**src/rtl/bpwm_pkg.sv**
```systemverilog
package bpwm_pkg;
  typedef enum logic [1:0] {
    BP_SINGLE = 2'b00,
    BP_HALF   = 2'b01,
    BP_FWD    = 2'b10,
    BP_REV    = 2'b11
  } bp_mode_e;

  // pin order in vectors: bit0=A, bit1=B, bit2=C, bit3=D
  function automatic logic [3:0] pin_invert(input logic [1:0] pol);
    return {pol[0], pol[1], pol[0], pol[1]};
  endfunction
endpackage

```
**src/rtl/bpwm_timebase.sv**
```systemverilog
module bpwm_timebase #(
  parameter int CNT_W  = 8,
  parameter int FRAC_W = 2,
  localparam int BASE_W = CNT_W + FRAC_W
) (
  input  logic              clk,
  input  logic              rst_n,
  input  logic              enable,
  input  logic [CNT_W-1:0]  period,
  input  logic [CNT_W-1:0]  duty_hi,
  input  logic [FRAC_W-1:0] duty_lo,
  output logic [BASE_W-1:0] base,
  output logic [BASE_W-1:0] work_duty,
  output logic              running,
  output logic              period_end,
  output logic              pwm_base
);
  logic [CNT_W-1:0]  tmr_q;
  logic [FRAC_W-1:0] frac_q;
  logic [BASE_W-1:0] work_q;
  logic              run_q;

  function automatic logic duty_active(input logic [BASE_W-1:0] b,
                                       input logic [BASE_W-1:0] d);
    return b < d;
  endfunction

  assign base       = {tmr_q, frac_q};
  assign period_end = (tmr_q == period) && (frac_q == {FRAC_W{1'b1}});
  assign work_duty  = work_q;
  assign running    = run_q;
  assign pwm_base   = run_q && duty_active(base, work_q);

  always_ff @(posedge clk or negedge rst_n) begin
    if (!rst_n) begin
      tmr_q  <= '0;
      frac_q <= '0;
      work_q <= '0;
      run_q  <= 1'b0;
    end else if (period_end) begin
      tmr_q  <= '0;
      frac_q <= '0;
      work_q <= {duty_hi, duty_lo};
      run_q  <= enable;
    end else begin
      frac_q <= frac_q + 1'b1;
      if (frac_q == {FRAC_W{1'b1}}) tmr_q <= tmr_q + 1'b1;
      if (!enable) run_q <= 1'b0;
    end
  end

  assert_wrap_R1: assert property (@(posedge clk) disable iff (!rst_n)
    period_end |=> (base == '0));
  assert_latch_R3: assert property (@(posedge clk) disable iff (!rst_n)
    !period_end |=> $stable(work_duty));
  assert_gate_R4: assert property (@(posedge clk) disable iff (!rst_n)
    (!period_end && !running) |=> !running);
endmodule

```
**src/rtl/bpwm_steer.sv**
```systemverilog
module bpwm_steer
  import bpwm_pkg::*;
(
  input  bp_mode_e   mode,
  input  logic       running,
  input  logic       pwm_base,
  output logic [3:0] req
);
  always_comb begin
    req = '0;
    unique case (mode)
      BP_SINGLE: req[0] = pwm_base;
      BP_HALF: begin
        req[0] = pwm_base;
        req[1] = running && !pwm_base;
      end
      BP_FWD: begin
        req[0] = running;
        req[3] = pwm_base;
      end
      BP_REV: begin
        req[2] = running;
        req[1] = pwm_base;
      end
      default: req = '0;
    endcase
  end
endmodule

```
**src/rtl/bpwm_deadband.sv**
```systemverilog
module bpwm_deadband #(
  parameter int DB_W = 7
) (
  input  logic            clk,
  input  logic            rst_n,
  input  logic            req,
  input  logic [DB_W-1:0] db_len,
  output logic            act
);
  logic [DB_W-1:0] cnt_q;

  assign act = req && (cnt_q >= db_len);

  always_ff @(posedge clk or negedge rst_n) begin
    if (!rst_n)               cnt_q <= '0;
    else if (!req)            cnt_q <= '0;
    else if (cnt_q < db_len)  cnt_q <= cnt_q + 1'b1;
  end

  assert_hold_R7: assert property (@(posedge clk) disable iff (!rst_n)
    ($rose(req) && (db_len != '0)) |-> !act);
endmodule

```
**src/rtl/bridge_pwm.sv**
```systemverilog
module bridge_pwm
  import bpwm_pkg::*;
#(
  parameter int CNT_W  = 8,
  parameter int FRAC_W = 2,
  parameter int DB_W   = 7
) (
  input  logic              clk,
  input  logic              rst_n,
  input  logic              enable,
  input  logic [CNT_W-1:0]  period,
  input  logic [CNT_W-1:0]  duty_hi,
  input  logic [FRAC_W-1:0] duty_lo,
  input  logic [1:0]        mode,
  input  logic [1:0]        pol_sel,
  input  logic [DB_W-1:0]   dead_len,
  output logic              pin_a,
  output logic              pin_b,
  output logic              pin_c,
  output logic              pin_d
);
  localparam int BASE_W = CNT_W + FRAC_W;
  localparam int NPIN   = 4;

  logic [BASE_W-1:0] base, work_duty;
  logic              running, period_end, pwm_base;
  logic [NPIN-1:0]   req, act, act_q, pins;
  logic [DB_W-1:0]   db_eff;
  bp_mode_e          mode_e;

  assign mode_e = bp_mode_e'(mode);
  assign db_eff = (mode_e == BP_HALF) ? dead_len : '0;

  bpwm_timebase #(.CNT_W(CNT_W), .FRAC_W(FRAC_W)) u_tb (
    .clk(clk), .rst_n(rst_n), .enable(enable), .period(period),
    .duty_hi(duty_hi), .duty_lo(duty_lo), .base(base),
    .work_duty(work_duty), .running(running), .period_end(period_end),
    .pwm_base(pwm_base)
  );

  bpwm_steer u_steer (
    .mode(mode_e), .running(running), .pwm_base(pwm_base), .req(req)
  );

  for (genvar g = 0; g < NPIN; g++) begin : g_db
    bpwm_deadband #(.DB_W(DB_W)) u_db (
      .clk(clk), .rst_n(rst_n), .req(req[g]), .db_len(db_eff), .act(act[g])
    );
  end

  always_ff @(posedge clk or negedge rst_n) begin
    if (!rst_n) act_q <= '0;
    else        act_q <= act;
  end

  assign pins  = act_q ^ pin_invert(pol_sel);
  assign pin_a = pins[0];
  assign pin_b = pins[1];
  assign pin_c = pins[2];
  assign pin_d = pins[3];

  assert_unused_R2: assert property (@(posedge clk) disable iff (!rst_n)
    ($past(mode) == BP_SINGLE) |-> (act_q[3:1] == '0));
  assert_split_R6: assert property (@(posedge clk) disable iff (!rst_n)
    ($past(mode) == BP_HALF) |-> !(act_q[0] && act_q[1]));
  assert_fwd_R8: assert property (@(posedge clk) disable iff (!rst_n)
    ($past(mode) == BP_FWD) |-> (!act_q[1] && !act_q[2]));
  assert_off_R10: assert property (@(posedge clk) disable iff (!rst_n)
    !$past(enable) |=> (act_q == '0));
  assert_zero_R5: assert property (@(posedge clk) disable iff (!rst_n)
    (work_duty == '0) |-> !pwm_base);
endmodule

```
**config.mk**
```make
export PLATFORM = sky130hd
export DESIGN_NAME = bridge_pwm
export DESIGN_NICKNAME = d
export VERILOG_FILES = /design/src/rtl/bpwm_pkg.sv /design/src/rtl/bpwm_timebase.sv /design/src/rtl/bpwm_steer.sv /design/src/rtl/bpwm_deadband.sv /design/src/rtl/bridge_pwm.sv
export SDC_FILE = /design/constraint.sdc
export NUM_CORES = 1
export LEC_CHECK = 0
export BUFFER_PORTS_ARGS = -buffer_cell sky130_fd_sc_hd__buf_4
export CAP_MARGIN = 10
export CELL_PAD_IN_SITES_DETAIL_PLACEMENT = 0
export CELL_PAD_IN_SITES_GLOBAL_PLACEMENT = 2
export CORE_MARGIN = 2
export CORE_UTILIZATION = 37
export CTS_CLUSTER_DIAMETER = 30
export DETAILED_ROUTE_END_ITERATION = 6
export PLACE_DENSITY_LB_ADDON = 0.1
export REMOVE_ABC_BUFFERS = 1
export SLEW_MARGIN = 20
export SYNTH_ARGS = -nofsm -noshare
export SYNTH_HDL_FRONTEND = slang
export SYNTH_SLANG_ARGS = --single-unit
```
**constraint.sdc**
```tcl
create_clock -name clk -period 2.81 [get_ports clk]
set_clock_uncertainty 0.05 [all_clocks]
set_input_delay 0.4215 -clock clk [delete_from_list [all_inputs] [get_ports clk]]
set_output_delay 0.4215 -clock clk [all_outputs]
set_load 0.02 [all_outputs]
```
==> Word-level counts from Yosys, hierarchy flattened <==
Index checks and enable logic that the tools add are counted.
{ "word_totals": {"ff_bits": 53, "in_bits": 32, "out_inout_bits": 4, "elab_cells": 64} }
{ "op_classes": {"addsub": 6, "n_lt_le_gt_ge": 9, "eq_ne": 10, "n_mux": 18, "n_bitwise": 1, "reduce_logical": 11} }
{ "ops": {"columns": ["op", "count"], "rows": [
  ["two-way mux 7 bit", 9],
  ["adder 7 x 1 -> 7 bit (second input constant)", 4],
  ["greater-or-equal comparator 7 bit", 4],
  ["< comparator 7 bit", 4],
  ["two-way mux 8 bit", 2],
  ["< comparator 10 bit", 1],
  ["adder 8 x 1 -> 8 bit (second input constant)", 1],
  ["== test 8 bit", 1],
  ["!= test 2 bit (second input constant)", 4],
  ["logical AND 1 bit", 7],
  ["== test 2 bit (second input constant)", 3],
  ["two-way mux 1 bit", 4],
  ["case mux 1 bit (2 select lines)", 2],
  ["bitwise XOR 4 bit", 1],
  ["adder 2 x 1 -> 2 bit (second input constant)", 1],
  ["== test 2 x 1 -> 1 bit (second input constant)", 1],
  ["zero test 2 bit", 1],
  ["two-way mux 2 bit", 1],
  ["!= test 2 x 1 -> 1 bit (second input constant)", 1],
  ["nonzero test 2 bit", 1],
  ["OR reduction 2 bit", 1],
  ["zero test 1 bit", 1]
]} }

==> Logic depth before layout (Yosys ltp) <==
{ "logic_depth": {"depth_word": 6, "depth_mapped": 9, "mapped_depth_nobuf": 8} }

==> By module <==
Synthesis repeated with hierarchy kept, for this count alone.
{ "unflattened": {"cells_unflattened": 404, "area_unflattened_um2": 3872.5} }
{ "by_module_without_submodules": {"columns": ["module", "instances", "cells_per_inst", "area_each_um2", "seq_area_each_um2"], "rows": [
  ["bpwm_deadband", 4, 65, 584.3, 175.2],
  ["bpwm_timebase", 1, 121, 1291.2, 525.5],
  ["bridge_pwm", 1, 15, 196.4, 100.1],
  ["bpwm_steer", 1, 8, 47.5, 0.0]
]} }

==> Worst setup path after synthesis <==
No wires, ideal clock.
{ "synth_path": {"path_type": "in2reg", "startpoint": "input mode[0]", "endpoint": "register g_db[2].u_db.cnt_q[6]", "setup_ns": 0.081, "arrival_time_ns": 2.320, "required_ns": 2.679, "setup_slack_ns": 0.359, "path_stages": 9, "path_buffers": 1, "path_cell_list": "nor2b_1 -> nand2_1 -> ha_1 -> a21oi_2 -> o21ai_1 -> or2_4 -> buf_6 -> or4_1 -> a21oi_1"} }
{ "synth_via": {"elab_chain_len": 4, "elab_cells_between_ends": 7, "classes_between": "1 x order compare; 3 x eq/ne; 3 x mux"} }
{ "synth_rtl": {"columns": ["element", "line", "rtl"], "rows": [
  ["start: declaration", "bridge_pwm.sv:14", "input logic [1:0] mode,"],
  ["== test 2 x 1 -> 1 bit", "bridge_pwm.sv:32", "assign db_eff = (mode_e == BP_HALF) ? dead_len : '0;"],
  ["two-way mux 7 bit", "bridge_pwm.sv:32", null],
  ["< comparator 7 bit", "bpwm_deadband.sv:17", "else if (cnt_q < db_len) cnt_q <= cnt_q + 1'b1;"],
  ["!= test 2 bit (no line)", null, null],
  ["end signal: assignment", "bpwm_deadband.sv:17", null],
  ["end: declaration", "bpwm_deadband.sv:10", "logic [DB_W-1:0] cnt_q;"]
]} }
Parallel ways exist; a longest one is shown, timed or not.
A chain may end at the register's enable or synchronous reset.

==> Worst setup path in the final report <==
{ "layout_path": {"startpoint": "register u_tb.tmr_q[3]", "endpoint": "register act_q[1]"} }
{ "layout_via": {"elab_chain_len": 6} }
{ "layout_rtl": {"columns": ["element", "line", "rtl"], "rows": [
  ["start: declaration", "bpwm_timebase.sv:18", "logic [CNT_W-1:0] tmr_q;"],
  ["start signal: assignment", "bpwm_timebase.sv:47", "if (frac_q == {FRAC_W{1'b1}}) tmr_q <= tmr_q + 1'b1;"],
  ["< comparator 10 bit *", "bpwm_timebase.sv:25", "return b < d;"],
  ["logical AND 1 bit *", "bpwm_timebase.sv:32", "assign pwm_base = run_q && duty_active(base, work_q);"],
  ["zero test 1 bit", "bpwm_steer.sv:15", "req[1] = running && !pwm_base;"],
  ["logical AND 1 bit", "bpwm_steer.sv:15", null],
  ["case mux 1 bit (2 select lines) *", "bpwm_steer.sv:11", "unique case (mode)"],
  ["logical AND 1 bit *", "bpwm_deadband.sv:12", "assign act = req && (cnt_q >= db_len);"],
  ["named net g_db[1].u_db.act", "bpwm_deadband.sv:8", "output logic act"],
  ["end signal: assignment", "bridge_pwm.sv:53", "else act_q <= act;"],
  ["end: declaration", "bridge_pwm.sv:27", "logic [NPIN-1:0] req, act, act_q, pins;"]
]} }
The timed path passes the listed nets; every way through them passes the cells marked *.

==> results.sh <==
export IMPL_fill_cells=928
export IMPL_fmax_mhz=437
export IMPL_ys_warn_count=0
export IMPL_postLayoutCellArea_um2=4000
export IMPL_antenna_found_initial=0
export IMPL_status="complete, no violations"
export IMPL_finalSetupViolCount=0
export IMPL_die_area_um2=10300
export IMPL_first_global_vias=2757
export IMPL_remaining_drc_errors=0
export IMPL_arrival_ps=2450
export IMPL_power_density_nw_per_um2=400
export IMPL_comb_power_share_pct=19.4
export IMPL_relSlewSlack_pct=52.7
export IMPL_die_h_um=101
export IMPL_numCtsBuffers=5
export IMPL_ys_types=45
export IMPL_seq_power_share_pct=52.5
export IMPL_cts_tree="done"
export IMPL_clock_latency_ps=310
export IMPL_core_rowCount=35
export IMPL_synth_xor_xnor_area_share_pct=6.50
export IMPL_synth_area_per_cell_um2=9.22
export IMPL_synth_compound_area_share_pct=15.5
export IMPL_clk_path_buf_depth=2
export IMPL_syn_to_final_growth_pct=14.2
export IMPL_cts_resized=0
export IMPL_slowest_delay_ps=480
export IMPL_cts_hold_fix_buffers=0
export IMPL_synth_top_area_cell="dfrtp_1"
export IMPL_ys_flop_type="dfrtp_1"
export IMPL_worstMarginPinSlew_ps=709
export IMPL_fp_coreArea_um2=9200
export IMPL_grt_max_degree=54
export IMPL_criticalPathCategory="reg -> reg"
export IMPL_slowest_stage="dfrtp_1"
export IMPL_crit_path_end_kind="flop"
export IMPL_netlist_area_um2=3500
export IMPL_crit_chain="ha_1 -> and3_1 -> a221o_1 -> nand2_1 -> nand3b_1 -> a21oi_1"
export IMPL_dpl_cell_area_um2=3910
export IMPL_first_iter_violations=90
export IMPL_drtAntennaViolNets=0
export IMPL_pwr_share_clk_pct=28.1
export IMPL_post_cts_buffers=0
export IMPL_synth_fa_ha_area_share_pct=15.7
export IMPL_post_route_worst_setup_slack_ps=524
export IMPL_cap_violations=0
export IMPL_fp_dieW_um=101
export IMPL_hold_viol_final=0
export IMPL_clk_transition_reported_paths_ps=110
export IMPL_wirelength_mm=8.15
export IMPL_synth_cells=380
export IMPL_htreeDepth=2
export IMPL_wl_per_cell_um=15.3
export IMPL_synthSimpleGateAreaFrac_pct=19.8
export IMPL_cts_root_buf="clkbuf_8"
export IMPL_synthMuxAreaShare_pct=0.893
export IMPL_slew_viol_final=0
export IMPL_layout_drive_gt1_share_pct=13.5
export IMPL_yosysSeqAreaShare_pct=37.9
export IMPL_synthMostInstantiatedCell="dfrtp_1"
export IMPL_synthTopCellsByArea="dfrtp_1 38%, ha_1 16%, a21oi_1 5.7%, xnor2_1 5.5%, nand2_1 3.5%"
export IMPL_hpwl_mm=6.07
export IMPL_firstDrtPassIters=4
export IMPL_synth_edf_count=0
export IMPL_io_pins=36
export IMPL_finalNetCount=496
export IMPL_hp_class="in -> async"
export IMPL_vias=2861
export IMPL_cp_data_required_time_ps=2970
export IMPL_grt_pass1_wl_mm=13.7
export IMPL_grtUsageTotal_pct=16.9
export IMPL_diodes=0
export IMPL_gr_total_overflow=0
export IMPL_port_buffers=35
export IMPL_holdWs_ps=93.3
export IMPL_crit_buf_inv=0
export IMPL_synthArstFlopShare_pct=100
export IMPL_fin_crit_sh_pct=81.4
export IMPL_fin_crit_ps=2290
export IMPL_place_ws_ps=192
export IMPL_total_power_mw=1.60
export IMPL_p_int_mw=1.12
export IMPL_tns_ps=0
export IMPL_power_leakage_nw=1.74
export IMPL_ys_ff_latch=53
export IMPL_worstPathMaxFanout=8
export IMPL_switching_power_mw=0.482
export IMPL_viasPerCell=5.38
export IMPL_start_kind="flop"
export IMPL_sw_frac_of_total_pct=30.1
export IMPL_initial_core_util_pct=38.1
export IMPL_rsz0062_at_grt="false"
export IMPL_netlist_area_leader_share_pct=37.9
export IMPL_ir_worst_vdd_uv=206
export IMPL_finalWeightedCongestion=0.737
export IMPL_synth_top_family_by_area="simple AND/OR/NAND/NOR gates"
export IMPL_cts_sinks=53
export IMPL_synth_common_cells="53 x dfrtp_1, 44 x ha_1, 40 x a21oi_1, 33 x nand2_1, 23 x inv_1"
export IMPL_cp_top_family="simple AND/OR/NAND/NOR gates"
## kinds of logic (layout without fill, tap and decap cells)
| group | count (synthesis) | after routing |
|---|---|---|
| DFF | 53 | 53 |
| adders and majority gates | 44 | 44 |
| xor gates and xnor gates | 26 | 26 |
| and+or+nand+nor | 133 | 133 |
| muxes | 3 | 3 |
| buffers and inverters | 31 | 72 |
| AOI/OAI and AO/OA | 90 | 90 |
## state kept, by name (all words and copies together) (netlist names)
| signal | count |
|---|---|
| g_db.u_db.cnt_q | 28 |
| u_tb.work_duty | 10 |
| u_tb.tmr_q | 8 |
| act_q | 4 |
| u_tb.frac_q | 2 |
| u_tb.running | 1 |
## worst reg2reg max path: cells and delay by family, from the launching register on
kind | cells | cell delay [ps]
adder cells (fa/ha/maj) | 1 | 340
AO/OA/AOI/OAI | 2 | 620
flip-flops | 1 | 480
AND/OR/NAND/NOR | 3 | 700
## area by class of cell
| class | instances | area (µm²) | area share [%] |
|---|---|---|---|
| clock buffer | 6 | 72.6 | 1.81 |
| clock inverter | 2 | 15.0 | 0.375 |
| inverter | 23 | 86.3 | 2.16 |
| multi-input combinational | 296 | 2050 | 51.3 |
| sequential | 53 | 1330 | 33.2 |
| tap | 111 | 139 | 3.47 |
| timing repair buffer | 41 | 308 | 7.70 |
## cells in the final DEF, fill, tap and decap left out, types with 2 or more instances in the layout
master / synthesis / final
dfrtp_1: 53 / 53
a21oi_1: 40 / 40
clkinvlp_4: 0 / 2
o22ai_1: 3 / 3
ha_1: 44 / 44
o21ai_1: 4 / 4
o21ai_2: 2 / 2
nand3b_1: 5 / 5
or4_1: 8 / 8
xor2_1: 4 / 4
o2bb2ai_1: 2 / 2
nand4_1: 10 / 10
mux2i_1: 2 / 2
nor3_1: 9 / 8
or3_1: 2 / 2
nand2b_1: 5 / 5
nor4_1: 4 / 4
a41oi_2: 2 / 2
nor2b_1: 3 / 3
xnor2_1: 22 / 22
nor3b_1: 3 / 3
clkbuf_8: 0 / 5
nand2_1: 33 / 33
inv_1: 23 / 23
nor2_1: 20 / 20
buf_4: 0 / 41
nand3_1: 20 / 20
o21ai_0: 18 / 18
and3_1: 3 / 3
nand4b_1: 2 / 2
and2_1: 3 / 3
a21o_1: 4 / 4
o31ai_1: 8 / 8
## path summary, 6_finish.rpt
check / slack (ps) / from / endpoint / depth (start not counted)
hold reg to reg: 450 / u_tb.frac_q[0] / u_tb.frac_q[0] / 1
min in group clk: 250 / duty_lo[1] / u_tb.work_duty[1] / 3
hold / removal: 90 / rst_n / u_tb.work_duty[1] / 1
setup / recovery: 520 / u_tb.tmr_q[3] / act_q[1] / 6
max in group asynchronous: 2130 / rst_n / g_db[0].u_db.cnt_q[1] / 1
setup reg to reg: 520 / u_tb.tmr_q[3] / act_q[1] / 6
## per-layer routing
| metal | global-route usage [%] | share of wire [%] |
|---|---|---|
| met2 | 27.0 | 46 |
| met3 | 2.14 | 2.0 |
| met4 | 3.12 | 0.68 |
| met5 | 0 | 0 |
| met1 | 24.8 | 51 |
## stage by stage
step,cells,utilization (%)
floorplan,372,-
global placement,524,42.5
detailed placement,524,42.5
CTS,532,43.5
global route,532,43.5
finish,532,43.5
## power by group through the flow
stage               sequential, mW  clock (mW)  combinational, mW
floorplan                    0.843           0              0.202
global placement             0.857           0              0.310
finish                       0.840       0.450              0.310
global route                 0.850       0.502              0.355
CTS                          0.842       0.475              0.315
detailed placement           0.857           0              0.313
(Power assumes the default switching activity.)
